### src/rtl/tw_pkg.sv
package tw_pkg;
  typedef enum logic [1:0] {
    TW_OFF   = 2'b00,
    TW_CDOWN = 2'b01,
    TW_WDOG  = 2'b10,
    TW_RSVD  = 2'b11
  } tw_mode_e;

  localparam int unsigned DATA_W = 8;

  localparam logic [1:0] A_CTRL  = 2'd0;
  localparam logic [1:0] A_SRC   = 2'd1;
  localparam logic [1:0] A_COUNT = 2'd2;
  localparam logic [1:0] A_STAT  = 2'd3;

  localparam int unsigned B_PULSE = 7;
  localparam int unsigned B_WDF   = 7;
  localparam int unsigned B_CDF   = 6;
  localparam int unsigned B_WDE   = 2;
  localparam int unsigned B_CDE   = 1;
endpackage

### src/rtl/tw_regs.sv
module tw_regs
  import tw_pkg::*;
#(
  parameter int unsigned CNT_W = 8,
  parameter int unsigned SRC_W = 3
) (
  input  logic              clk_i,
  input  logic              rst_ni,
  input  logic              wr_i,
  input  logic              rd_i,
  input  logic [1:0]        addr_i,
  input  logic [DATA_W-1:0] wdata_i,
  input  logic [CNT_W-1:0]  cnt_i,
  input  logic              cd_exp_i,
  input  logic              wd_exp_i,
  output tw_mode_e          mode_o,
  output logic              pulse_mode_o,
  output logic [SRC_W-1:0]  src_o,
  output logic              wd_en_o,
  output logic              cd_en_o,
  output logic              wd_flag_o,
  output logic              cd_flag_o,
  output logic              cnt_wr_o,
  output logic [DATA_W-1:0] rdata_o
);
  tw_mode_e         mode_q;
  logic             pulse_q, wd_en_q, cd_en_q, wd_flag_q, cd_flag_q;
  logic [SRC_W-1:0] src_q;
  logic             stat_rd, stat_wr, wdata_unused;

  assign wdata_unused = ^wdata_i;
  assign stat_rd  = rd_i && (addr_i == A_STAT);
  assign stat_wr  = wr_i && (addr_i == A_STAT);
  assign cnt_wr_o = wr_i && (addr_i == A_COUNT);

  always_ff @(posedge clk_i or negedge rst_ni) begin
    if (!rst_ni) begin
      mode_q  <= TW_OFF;
      pulse_q <= 1'b0;
      src_q   <= '0;
      wd_en_q <= 1'b0;
      cd_en_q <= 1'b0;
    end else if (wr_i) begin
      unique case (addr_i)
        A_CTRL: begin
          mode_q  <= tw_mode_e'(wdata_i[2:1]);
          pulse_q <= wdata_i[B_PULSE];
        end
        A_SRC:  src_q <= wdata_i[SRC_W-1:0];
        A_STAT: begin
          wd_en_q <= wdata_i[B_WDE];
          cd_en_q <= wdata_i[B_CDE];
        end
        default: ;
      endcase
    end
  end

  // set has priority over clear so a coincident event is kept
  always_ff @(posedge clk_i or negedge rst_ni) begin
    if (!rst_ni) begin
      wd_flag_q <= 1'b0;
      cd_flag_q <= 1'b0;
    end else begin
      if (wd_exp_i)     wd_flag_q <= 1'b1;
      else if (stat_rd) wd_flag_q <= 1'b0;
      if (cd_exp_i)                        cd_flag_q <= 1'b1;
      else if (stat_wr && !wdata_i[B_CDF]) cd_flag_q <= 1'b0;
    end
  end

  always_comb begin
    rdata_o = '0;
    unique case (addr_i)
      A_CTRL: begin
        rdata_o[B_PULSE] = pulse_q;
        rdata_o[2:1]     = mode_q;
      end
      A_SRC:   rdata_o[SRC_W-1:0] = src_q;
      A_COUNT: rdata_o[CNT_W-1:0] = cnt_i;
      A_STAT: begin
        rdata_o[B_WDF] = wd_flag_q;
        rdata_o[B_CDF] = cd_flag_q;
        rdata_o[B_WDE] = wd_en_q;
        rdata_o[B_CDE] = cd_en_q;
      end
      default: ;
    endcase
  end

  assign mode_o       = mode_q;
  assign pulse_mode_o = pulse_q;
  assign src_o        = src_q;
  assign wd_en_o      = wd_en_q;
  assign cd_en_o      = cd_en_q;
  assign wd_flag_o    = wd_flag_q;
  assign cd_flag_o    = cd_flag_q;

  p_wdf_clear_r7: assert property (@(posedge clk_i) disable iff (!rst_ni)
    (stat_rd && !wd_exp_i) |=> !wd_flag_q);
  p_wdf_ro_r7: assert property (@(posedge clk_i) disable iff (!rst_ni)
    (!stat_rd && !wd_exp_i) |=> $stable(wd_flag_q));
  p_wdf_keep_r8: assert property (@(posedge clk_i) disable iff (!rst_ni)
    wd_exp_i |=> wd_flag_q);
  p_cdf_set_r5: assert property (@(posedge clk_i) disable iff (!rst_ni)
    cd_exp_i |=> cd_flag_q);
endmodule

### src/rtl/tw_core.sv
module tw_core
  import tw_pkg::*;
#(
  parameter int unsigned CNT_W = 8,
  parameter int unsigned SRC_W = 3
) (
  input  logic                   clk_i,
  input  logic                   rst_ni,
  input  logic [(1<<SRC_W)-1:0]  tick_i,
  input  logic [SRC_W-1:0]       src_i,
  input  tw_mode_e               mode_i,
  input  logic                   load_i,
  input  logic [CNT_W-1:0]       load_val_i,
  output logic [CNT_W-1:0]       cnt_o,
  output logic                   cd_exp_o,
  output logic                   wd_exp_o
);
  logic [CNT_W-1:0] cnt_q, reload_q;
  logic             halt_q, tick_sel, running, step, at_one;

  assign tick_sel = tick_i[src_i];
  assign running  = ((mode_i == TW_CDOWN) || (mode_i == TW_WDOG)) && !halt_q;
  assign step     = running && tick_sel && !load_i;
  // value 0 wraps through all ones, giving a full 2^CNT_W span
  assign at_one   = (cnt_q == CNT_W'(1));
  assign cd_exp_o = step && at_one && (mode_i == TW_CDOWN);
  assign wd_exp_o = step && at_one && (mode_i == TW_WDOG);

  always_ff @(posedge clk_i or negedge rst_ni) begin
    if (!rst_ni) begin
      cnt_q    <= '0;
      reload_q <= '0;
      halt_q   <= 1'b0;
    end else if (load_i) begin
      cnt_q    <= load_val_i;
      reload_q <= load_val_i;
      halt_q   <= 1'b0;
    end else if (cd_exp_o) begin
      cnt_q <= reload_q;
    end else if (wd_exp_o) begin
      cnt_q  <= '0;
      halt_q <= 1'b1;
    end else if (step) begin
      cnt_q <= cnt_q - CNT_W'(1);
    end
  end

  assign cnt_o = cnt_q;

  p_load_r4: assert property (@(posedge clk_i) disable iff (!rst_ni)
    load_i |=> (cnt_q == $past(load_val_i)));
  p_off_hold_r2: assert property (@(posedge clk_i) disable iff (!rst_ni)
    (((mode_i == TW_OFF) || (mode_i == TW_RSVD)) && !load_i) |=> $stable(cnt_q));
  p_halt_hold_r6: assert property (@(posedge clk_i) disable iff (!rst_ni)
    (halt_q && !load_i) |=> $stable(cnt_q));
  p_no_tick_hold_r3: assert property (@(posedge clk_i) disable iff (!rst_ni)
    (!tick_sel && !load_i) |=> $stable(cnt_q));
  p_one_expiry_r5: assert property (@(posedge clk_i) disable iff (!rst_ni)
    $onehot0({cd_exp_o, wd_exp_o}));
endmodule

### src/rtl/tw_irq.sv
module tw_irq #(
  parameter int unsigned PULSE_LEN = 4
) (
  input  logic clk_i,
  input  logic rst_ni,
  input  logic pulse_mode_i,
  input  logic wd_flag_i,
  input  logic cd_flag_i,
  input  logic wd_en_i,
  input  logic cd_en_i,
  input  logic wd_exp_i,
  input  logic cd_exp_i,
  output logic irq_o
);
  logic level, fire, pulse;

  assign level = (wd_flag_i && wd_en_i) || (cd_flag_i && cd_en_i);
  assign fire  = (wd_exp_i && wd_en_i) || (cd_exp_i && cd_en_i);

  if (PULSE_LEN <= 1) begin : g_single
    logic p_q;
    always_ff @(posedge clk_i or negedge rst_ni) begin
      if (!rst_ni) p_q <= 1'b0;
      else         p_q <= fire;
    end
    assign pulse = p_q;
  end else begin : g_count
    localparam int unsigned PW = $clog2(PULSE_LEN + 1);
    logic [PW-1:0] c_q;
    always_ff @(posedge clk_i or negedge rst_ni) begin
      if (!rst_ni)               c_q <= '0;
      else if (fire)             c_q <= PW'(PULSE_LEN);
      else if (c_q != '0)        c_q <= c_q - PW'(1);
    end
    assign pulse = (c_q != '0);
  end

  assign irq_o = pulse_mode_i ? pulse : level;

  p_pulse_start_r11: assert property (@(posedge clk_i) disable iff (!rst_ni)
    (pulse_mode_i && fire) |=> (irq_o || !pulse_mode_i));
  p_pulse_quiet_r11: assert property (@(posedge clk_i) disable iff (!rst_ni)
    (pulse_mode_i && !irq_o && !fire) |=> (!irq_o || !pulse_mode_i));
  p_level_off_r10: assert property (@(posedge clk_i) disable iff (!rst_ni)
    (!pulse_mode_i && !wd_flag_i && !cd_flag_i) |-> !irq_o);
endmodule

### src/rtl/tick_watchdog.sv
module tick_watchdog
  import tw_pkg::*;
#(
  parameter int unsigned CNT_W     = 8,
  parameter int unsigned SRC_W     = 3,
  parameter int unsigned PULSE_LEN = 4
) (
  input  logic                  clk_i,
  input  logic                  rst_ni,
  input  logic                  reg_wr_i,
  input  logic                  reg_rd_i,
  input  logic [1:0]            reg_addr_i,
  input  logic [7:0]            reg_wdata_i,
  output logic [7:0]            reg_rdata_o,
  input  logic [(1<<SRC_W)-1:0] tick_i,
  output logic                  irq_o
);
  tw_mode_e         mode;
  logic             pulse_mode, wd_en, cd_en, wd_flag, cd_flag, cnt_wr;
  logic             cd_exp, wd_exp;
  logic [SRC_W-1:0] src;
  logic [CNT_W-1:0] cnt;

  tw_regs #(.CNT_W(CNT_W), .SRC_W(SRC_W)) u_regs (
    .clk_i, .rst_ni,
    .wr_i(reg_wr_i), .rd_i(reg_rd_i), .addr_i(reg_addr_i), .wdata_i(reg_wdata_i),
    .cnt_i(cnt), .cd_exp_i(cd_exp), .wd_exp_i(wd_exp),
    .mode_o(mode), .pulse_mode_o(pulse_mode), .src_o(src),
    .wd_en_o(wd_en), .cd_en_o(cd_en), .wd_flag_o(wd_flag), .cd_flag_o(cd_flag),
    .cnt_wr_o(cnt_wr), .rdata_o(reg_rdata_o)
  );

  tw_core #(.CNT_W(CNT_W), .SRC_W(SRC_W)) u_core (
    .clk_i, .rst_ni,
    .tick_i, .src_i(src), .mode_i(mode),
    .load_i(cnt_wr), .load_val_i(reg_wdata_i[CNT_W-1:0]),
    .cnt_o(cnt), .cd_exp_o(cd_exp), .wd_exp_o(wd_exp)
  );

  tw_irq #(.PULSE_LEN(PULSE_LEN)) u_irq (
    .clk_i, .rst_ni,
    .pulse_mode_i(pulse_mode), .wd_flag_i(wd_flag), .cd_flag_i(cd_flag),
    .wd_en_i(wd_en), .cd_en_i(cd_en), .wd_exp_i(wd_exp), .cd_exp_i(cd_exp),
    .irq_o
  );
endmodule

### config.mk
export PLATFORM = sky130hd
export DESIGN_NAME = tick_watchdog
export DESIGN_NICKNAME = d
export VERILOG_FILES = /design/src/rtl/tw_pkg.sv /design/src/rtl/tw_regs.sv /design/src/rtl/tw_core.sv /design/src/rtl/tw_irq.sv /design/src/rtl/tick_watchdog.sv
export SDC_FILE = /design/constraint.sdc
export NUM_CORES = 1
export LEC_CHECK = 0
export CAP_MARGIN = 20
export CORE_MARGIN = 4
export CORE_UTILIZATION = 35
export DETAILED_ROUTE_END_ITERATION = 10
export DONT_BUFFER_PORTS = 1
export PLACE_DENSITY = 0.63
export REMOVE_ABC_BUFFERS = 1
export SLEW_MARGIN = 20
export SYNTH_ARGS = -nofsm -noshare
export SYNTH_HDL_FRONTEND = slang
export SYNTH_SLANG_ARGS = --single-unit
### constraint.sdc
create_clock -name clk_i -period 1.95 [get_ports clk_i]
set_input_delay 0.39 -clock clk_i [delete_from_list [all_inputs] [get_ports clk_i]]
set_output_delay 0.39 -clock clk_i [all_outputs]
set_load 0.1 [all_outputs]
* After elaboration in Yosys (flattened, before gate mapping)
Index checks and enable logic that the tools add are counted.
** Cells by class
- Add/subtract/negate cells :: 2
- Multiply operators :: 0
- Divide/modulo/power cells :: 0
- Order comparisons :: 1
- Eq/ne operators :: 7
- Shifts and indexed selects :: 0
- Muxes and demuxes :: 21
- Bitwise operators :: 0
- Reduce and logical (&&, ||, !) cells :: 31
** Operator list (number)
- two-way mux 8 bit :: 4
- logical AND 1 bit :: 14
- two-way mux 1 bit :: 9
- two-way mux 3 bit :: 3
- == test 8 x 1 -> 1 bit (second input constant) :: 1
- one-hot mux 2 bit (4 select lines) :: 1
- AND reduction 2 bit :: 4
- nonzero test 2 bit :: 4
- subtractor 8 x 1 -> 8 bit (second input constant) :: 1
- == test 2 bit (second input constant) :: 3
- == test 2 x 1 -> 1 bit (second input constant) :: 2
- < comparator 3 x 4 -> 1 bit (second input constant) :: 1
- one-hot mux 1 bit (2 select lines) :: 2
- nonzero test 4 bit :: 1
- binary-select mux 1 bit (select 3 bit) :: 1
- zero test 1 bit :: 3
- logical OR 1 bit :: 3
- one-hot mux 1 bit (3 select lines) :: 1
- nonzero test 3 bit :: 1
- subtractor 3 x 1 -> 3 bit (second input constant) :: 1
- zero test 2 bit :: 1
- != test 2 bit (second input constant) :: 1
** Storage, ports and cells
- Flip-flop bits (word level) :: 30
- Latch bits :: 0
- Bits in writable memories :: 0
- ROM bits :: 0
- Bits of input ports :: 22
- Output and inout port bits :: 9
- Logic and storage cells :: 73
- Memories kept :: 0

* Depth between registers and ports, before layout
- Depth in word-level cells :: 10
- Depth in mapped cells :: 10
- Gate-level depth less buffers :: 8

* By module
From an unflattened synthesis, not the netlist that was laid out.
** Unflattened totals
- Cells, all modules :: 179
- Area total of the unflattened synthesis :: 1844.3 um^2
** Modules (own cells, without submodules)
- tw_core :: instances 1, cells each 112, area each 1087.3 um^2, seq. area each 425.4 um^2
- tw_regs :: instances 1, cells each 48, area each 573.0 um^2, seq. area each 250.2 um^2
- tw_irq :: instances 1, cells each 19, area each 183.9 um^2, seq. area each 75.1 um^2

* Least setup slack after synthesis
OpenSTA, ideal clock, no wires.
- Path kind :: input-to-output
- From :: input port reg_addr_i[0]
- To :: output port reg_rdata_o[1]
- Arrival time :: 2.415 ns
- Required time :: 1.560 ns
- Path slack :: -0.855 ns
- Stages on the path :: 5
- Buffers on the path :: 1
- Cells stage by stage :: inv_1 -> ha_1 -> clkbuf_1 -> a222oi_1 -> mux2i_1
** Between the ends
- Cells in the longest elaborated chain, start to end :: 2
- Elaborated cells on any way between the ends :: 5
- Those cells by class :: 3 x eq/ne; 1 x mux; 1 x reduce/logical
** Ends and longest elaborated chain
- from (decl) :: RTL line tick_watchdog.sv:12 : input logic [1:0] reg_addr_i,
- == test 2 bit, or another cell as far along :: RTL line tw_regs.sv:74 : unique case (addr_i)
- one-hot mux 2 bit (4 select lines) (*) :: RTL line tw_regs.sv:74
- to (decl) :: RTL line tick_watchdog.sv:14 : output logic [7:0] reg_rdata_o,
Every way passes the cells marked *; elsewhere a longest branch is shown, timed or not.

* Worst setup path in the final report
- From :: register u_regs.src_q[0], in the netlist u_regs.src_o[0]
- To :: register u_core.cnt_q[5], in the netlist u_core.cnt_o[5]
** Between the ends
- Cells in the longest elaborated chain, start to end :: 9
- Elaborated cells on any way between the ends :: 11
- Those cells by class :: 5 x mux; 6 x reduce/logical
** Ends and longest elaborated chain
- from (decl) :: RTL line tw_regs.sv:28 : logic [SRC_W-1:0] src_q;
- from (signal assigned) :: RTL line tw_regs.sv:49 : A_SRC: src_q <= wdata_i[SRC_W-1:0];
- binary-select mux 1 bit (select 3 bit) (*) :: RTL line tw_core.sv:21 : assign tick_sel = tick_i[src_i];
- two-way mux 1 bit (implied by the code) (*) :: RTL line tw_core.sv:21
- logical AND 1 bit (*) (2 in series) :: RTL line tw_core.sv:23 : assign step = running && tick_sel && !load_i;
- logical AND 1 bit :: RTL line tw_core.sv:26, tw_core.sv:27
- logical AND 1 bit :: RTL line tw_core.sv:27 : assign wd_exp_o = step && at_one && (mode_i == TW_WDOG);
- two-way mux 8 bit :: RTL line tw_core.sv:40 : end else if (wd_exp_o) begin
- two-way mux 8 bit :: RTL line tw_core.sv:38 : end else if (cd_exp_o) begin
- two-way mux 8 bit :: RTL line tw_core.sv:34 : end else if (load_i) begin
- to (signal assigned) :: RTL line tw_core.sv:35 : cnt_q <= load_val_i;
- to (signal assigned) :: RTL line tw_core.sv:39 : cnt_q <= reload_q;
- to (signal assigned) :: RTL line tw_core.sv:44 : cnt_q <= cnt_q - CNT_W'(1);
- to (decl) :: RTL line tw_core.sv:18 : logic [CNT_W-1:0] cnt_q, reload_q;
Every way passes the cells marked *; elsewhere a longest branch is shown, timed or not. The select of a mux whose other input is x is not followed.
A chain may end at the register's enable or synchronous reset.

==> results.md <==
* Worst path buffer plus inverter count at 0
* Initial antenna violation count at 0
* Power per cell area at 1140 nW/um^2
* Mapped cell area at roughly 1900 um^2
* Seq/Total Area, Yosys at 0.404
* Rows at 26
* Initial DRC count at 118
* Yosys warnings at 0
* H-tree Lvls at 2
* CP required at 2.17 ns
* CTS root buf: clkbuf_8
* Clock sinks at 30
* Die ar. at 6530 um^2
* Peak VDD IR at 0.000438 V
* Final setup viols at 5
* Critical-path cell list: mux2_4 -> o22ai_4 -> nor4_4 -> or2_4 -> or4_4 -> nand4_1
* Starting Density at 0.361
* Drt first pass iters at 5
* Clock Latency Late Sink at 0.29 ns
* Detailed-routed wire length on met2 at 2.77 mm
* Max cap viols at 0
* Avg Vias per Cell at 5.36
* Fin nets at 290
* Outcome: complete, but fails checks
* Synth unique cells at 44
* Maximum clock rate at just under 500 MHz
* Final Cycle Share at 1.05
* IO Count at 31
* DRC Markers at 0
* GRT Total Usage at 0.169
* Syn avg cell area at 9.38 um^2
* Crit path time final at slightly above 2 ns
* Via count at 1753
* Post-DP Area at 2350 um^2
* RD Place Congestion at approximately 0.86
* N_diodes at 0
* Gr ovfl total at 0
* CP delay by family, top: simple AND/OR/NAND/NOR gates
* Final WL at 5.39 mm
* Setup CP Type: flip-flop to flip-flop
* Largest net degree at the start of global routing at 31
* #FFs+latches synth at 30
* Final Max Tran Viols at 0
* Number of global-route vias before repair at between 1.5k and 2k
* Most frequent cells in the layout: buf_4, nand2_1, dfrtp_1
* Core box area at 5140 um^2
* CP peak stage delay at around 0.47 ns
* Number of flops mapped to enable cells by yosys at 0
* Final Cell Area at 2760 um^2
* Crit. End Element: flip-flop
* FFs w/ async S/R, synth at 1.00
* Antenna Nets Post-Route at 0
* Dpl cells at about 300
* Post-Layout Cell Count at 327
* First-pass GRT wire length at 8.31 mm
* Met1 WL at 2.14 mm
* Number of buffers created by CTS at 5
* Layout cells sized above 1 at 0.428
* RSZ-0062 raised after global routing: true
* Post-route setup slack at -0.0892 ns
* Syn-to-layout area delta at 48.7%
* CP arrival at 2.26 ns
* Min Hold Slack at 0.205 ns
* Clock Pin Slew Worst Setup and Hold Paths at 0.06 ns
* Worst-path maximum fanout at 7
* CTS tree: yes
* Fin Setup TNS at -0.210 ns
* Critical Path Start Type: flip-flop
* Synth Instances at 198
* Critical Path Slowest Stage Cell: or4_4
* HP Class: input port to flip-flop
* Fin Clk Skew at 0.00611 ns
* DIE WIDTH at between 80 and 90 um
* Most common cell after layout, fill and taps aside: buf_4
* Ys flop type: dfrtp_1
* Worst-Margin Slew at 0.437 ns
* # port buffers at 0
* Chip height at 80.8 um
* Longest Clk Path Bufs at 2
* Final Hold Viols at 0
* Met3 Wirelength at 348 um
* Failing checks: negative setup slack
* Dpl hpwl at 3.68 mm
* Slew Limit Headroom at 0.709
* Highest Signal Layer: met4
* Pleak at 1.27 nW
* Wirelength per Cell at 16.5 um
[cell families after synthesis]
family,synth area share
muxes,0.0849
DFF,0.404
xor gates and xnor gates,0.00472
adders and majority gates,0.0809
AOI/OAI and AO/OA,0.181
and+or+nand+nor,0.209
buffers and inverters,0.0357
[state kept, by name, summed over array words and instances, names as in the netlist]
| register | count |
|---|---|
| u_core.cnt_o | 8 |
| u_core.halt_q | 1 |
| u_core.reload_q | 8 |
| u_irq.g_count.c_q | 3 |
| u_regs.cd_en_o | 1 |
| u_regs.cd_flag_o | 1 |
| u_regs.mode_o | 2 |
| u_regs.pulse_mode_o | 1 |
| u_regs.src_o | 3 |
| u_regs.wd_en_o | 1 |
| u_regs.wd_flag_o | 1 |
[timing repair]
| item | in CTS | in global routing |
|---|---|---|
| gates resized for setup | 13 | 35 |
| endpoints found under the hold margin | 30 | 0 |
| endpoints found under the setup margin | 10 | 13 |
| hold buffers | 2 | 0 |
| pin swaps | 5 | 21 |
| buffers inserted | 3 | 11 |
[final timing paths]
path | slack (ns) | depth (start not counted) | endpoint | from
min reg2reg | 0.48 | 2 | u_core.reload_q[5]$_DFFE_PN0P_ | u_core.reload_q[5]$_DFFE_PN0P_
max in group asynchronous | 1.21 | 2 | u_regs.src_o[0]$_DFFE_PN0P_ | rst_ni
min | 0.21 | 2 | u_core.reload_q[4]$_DFFE_PN0P_ | reg_wdata_i[4]
max reg2reg | -0.09 | 6 | u_core.cnt_o[5]$_DFFE_PN0P_ | u_regs.src_o[0]$_DFFE_PN0P_
max | -0.09 | 6 | u_core.cnt_o[5]$_DFFE_PN0P_ | u_regs.src_o[0]$_DFFE_PN0P_
min in group asynchronous | 0.54 | 2 | u_irq.g_count.c_q[1]$_DFFE_PN0P_ | rst_ni
[power breakdown]
group          internal, W  switching, W
clock             0.000284      0.000246
sequential        0.000791      0.000125
combinational     0.000803      0.000896
[per-layer routing]
metal	vias up	global-route usage
li1	819	-
met1	872	0.202
met2	50	0.292
met3	12	0.0510
met4	0	0.0507
met5	-	0
[per-stage QoR]
stage	power [W]	worst slack (ns)	utilization
floorplan	0.00175	-0.756	-
global placement	0.00229	-0.246	0.457
detailed placement	0.00232	-0.244	0.457
CTS	0.00291	-0.0207	0.491
global route	0.00334	-0.198	0.537
finish	0.00315	-0.0892	0.537
[area by class of cell]
class                   instances  area (um^2)
clock buffers                   7         86.3
clock inverters                 1         5.00
inverters                       9         33.8
well taps                      70         87.6
fillers                       456         2380
repair buffers                 57          578
multi-input cells             153         1220
flip-flops and latches         30          753
[cells in the mapped netlist, drive strengths merged (4+ instances only)]
master | number | share of area
nor2b | 4 | 0.013
o21ai | 6 | 0.016
a21oi | 5 | 0.013
a22oi | 6 | 0.024
nand2 | 39 | 0.079
mux2 | 11 | 0.069
ha | 12 | 0.081
inv | 9 | 0.018
nor3 | 6 | 0.016
o2bb2ai | 6 | 0.038
and2 | 5 | 0.017
nor2 | 19 | 0.038
dfrtp | 30 | 0.40
(Power assumes the default switching activity.)
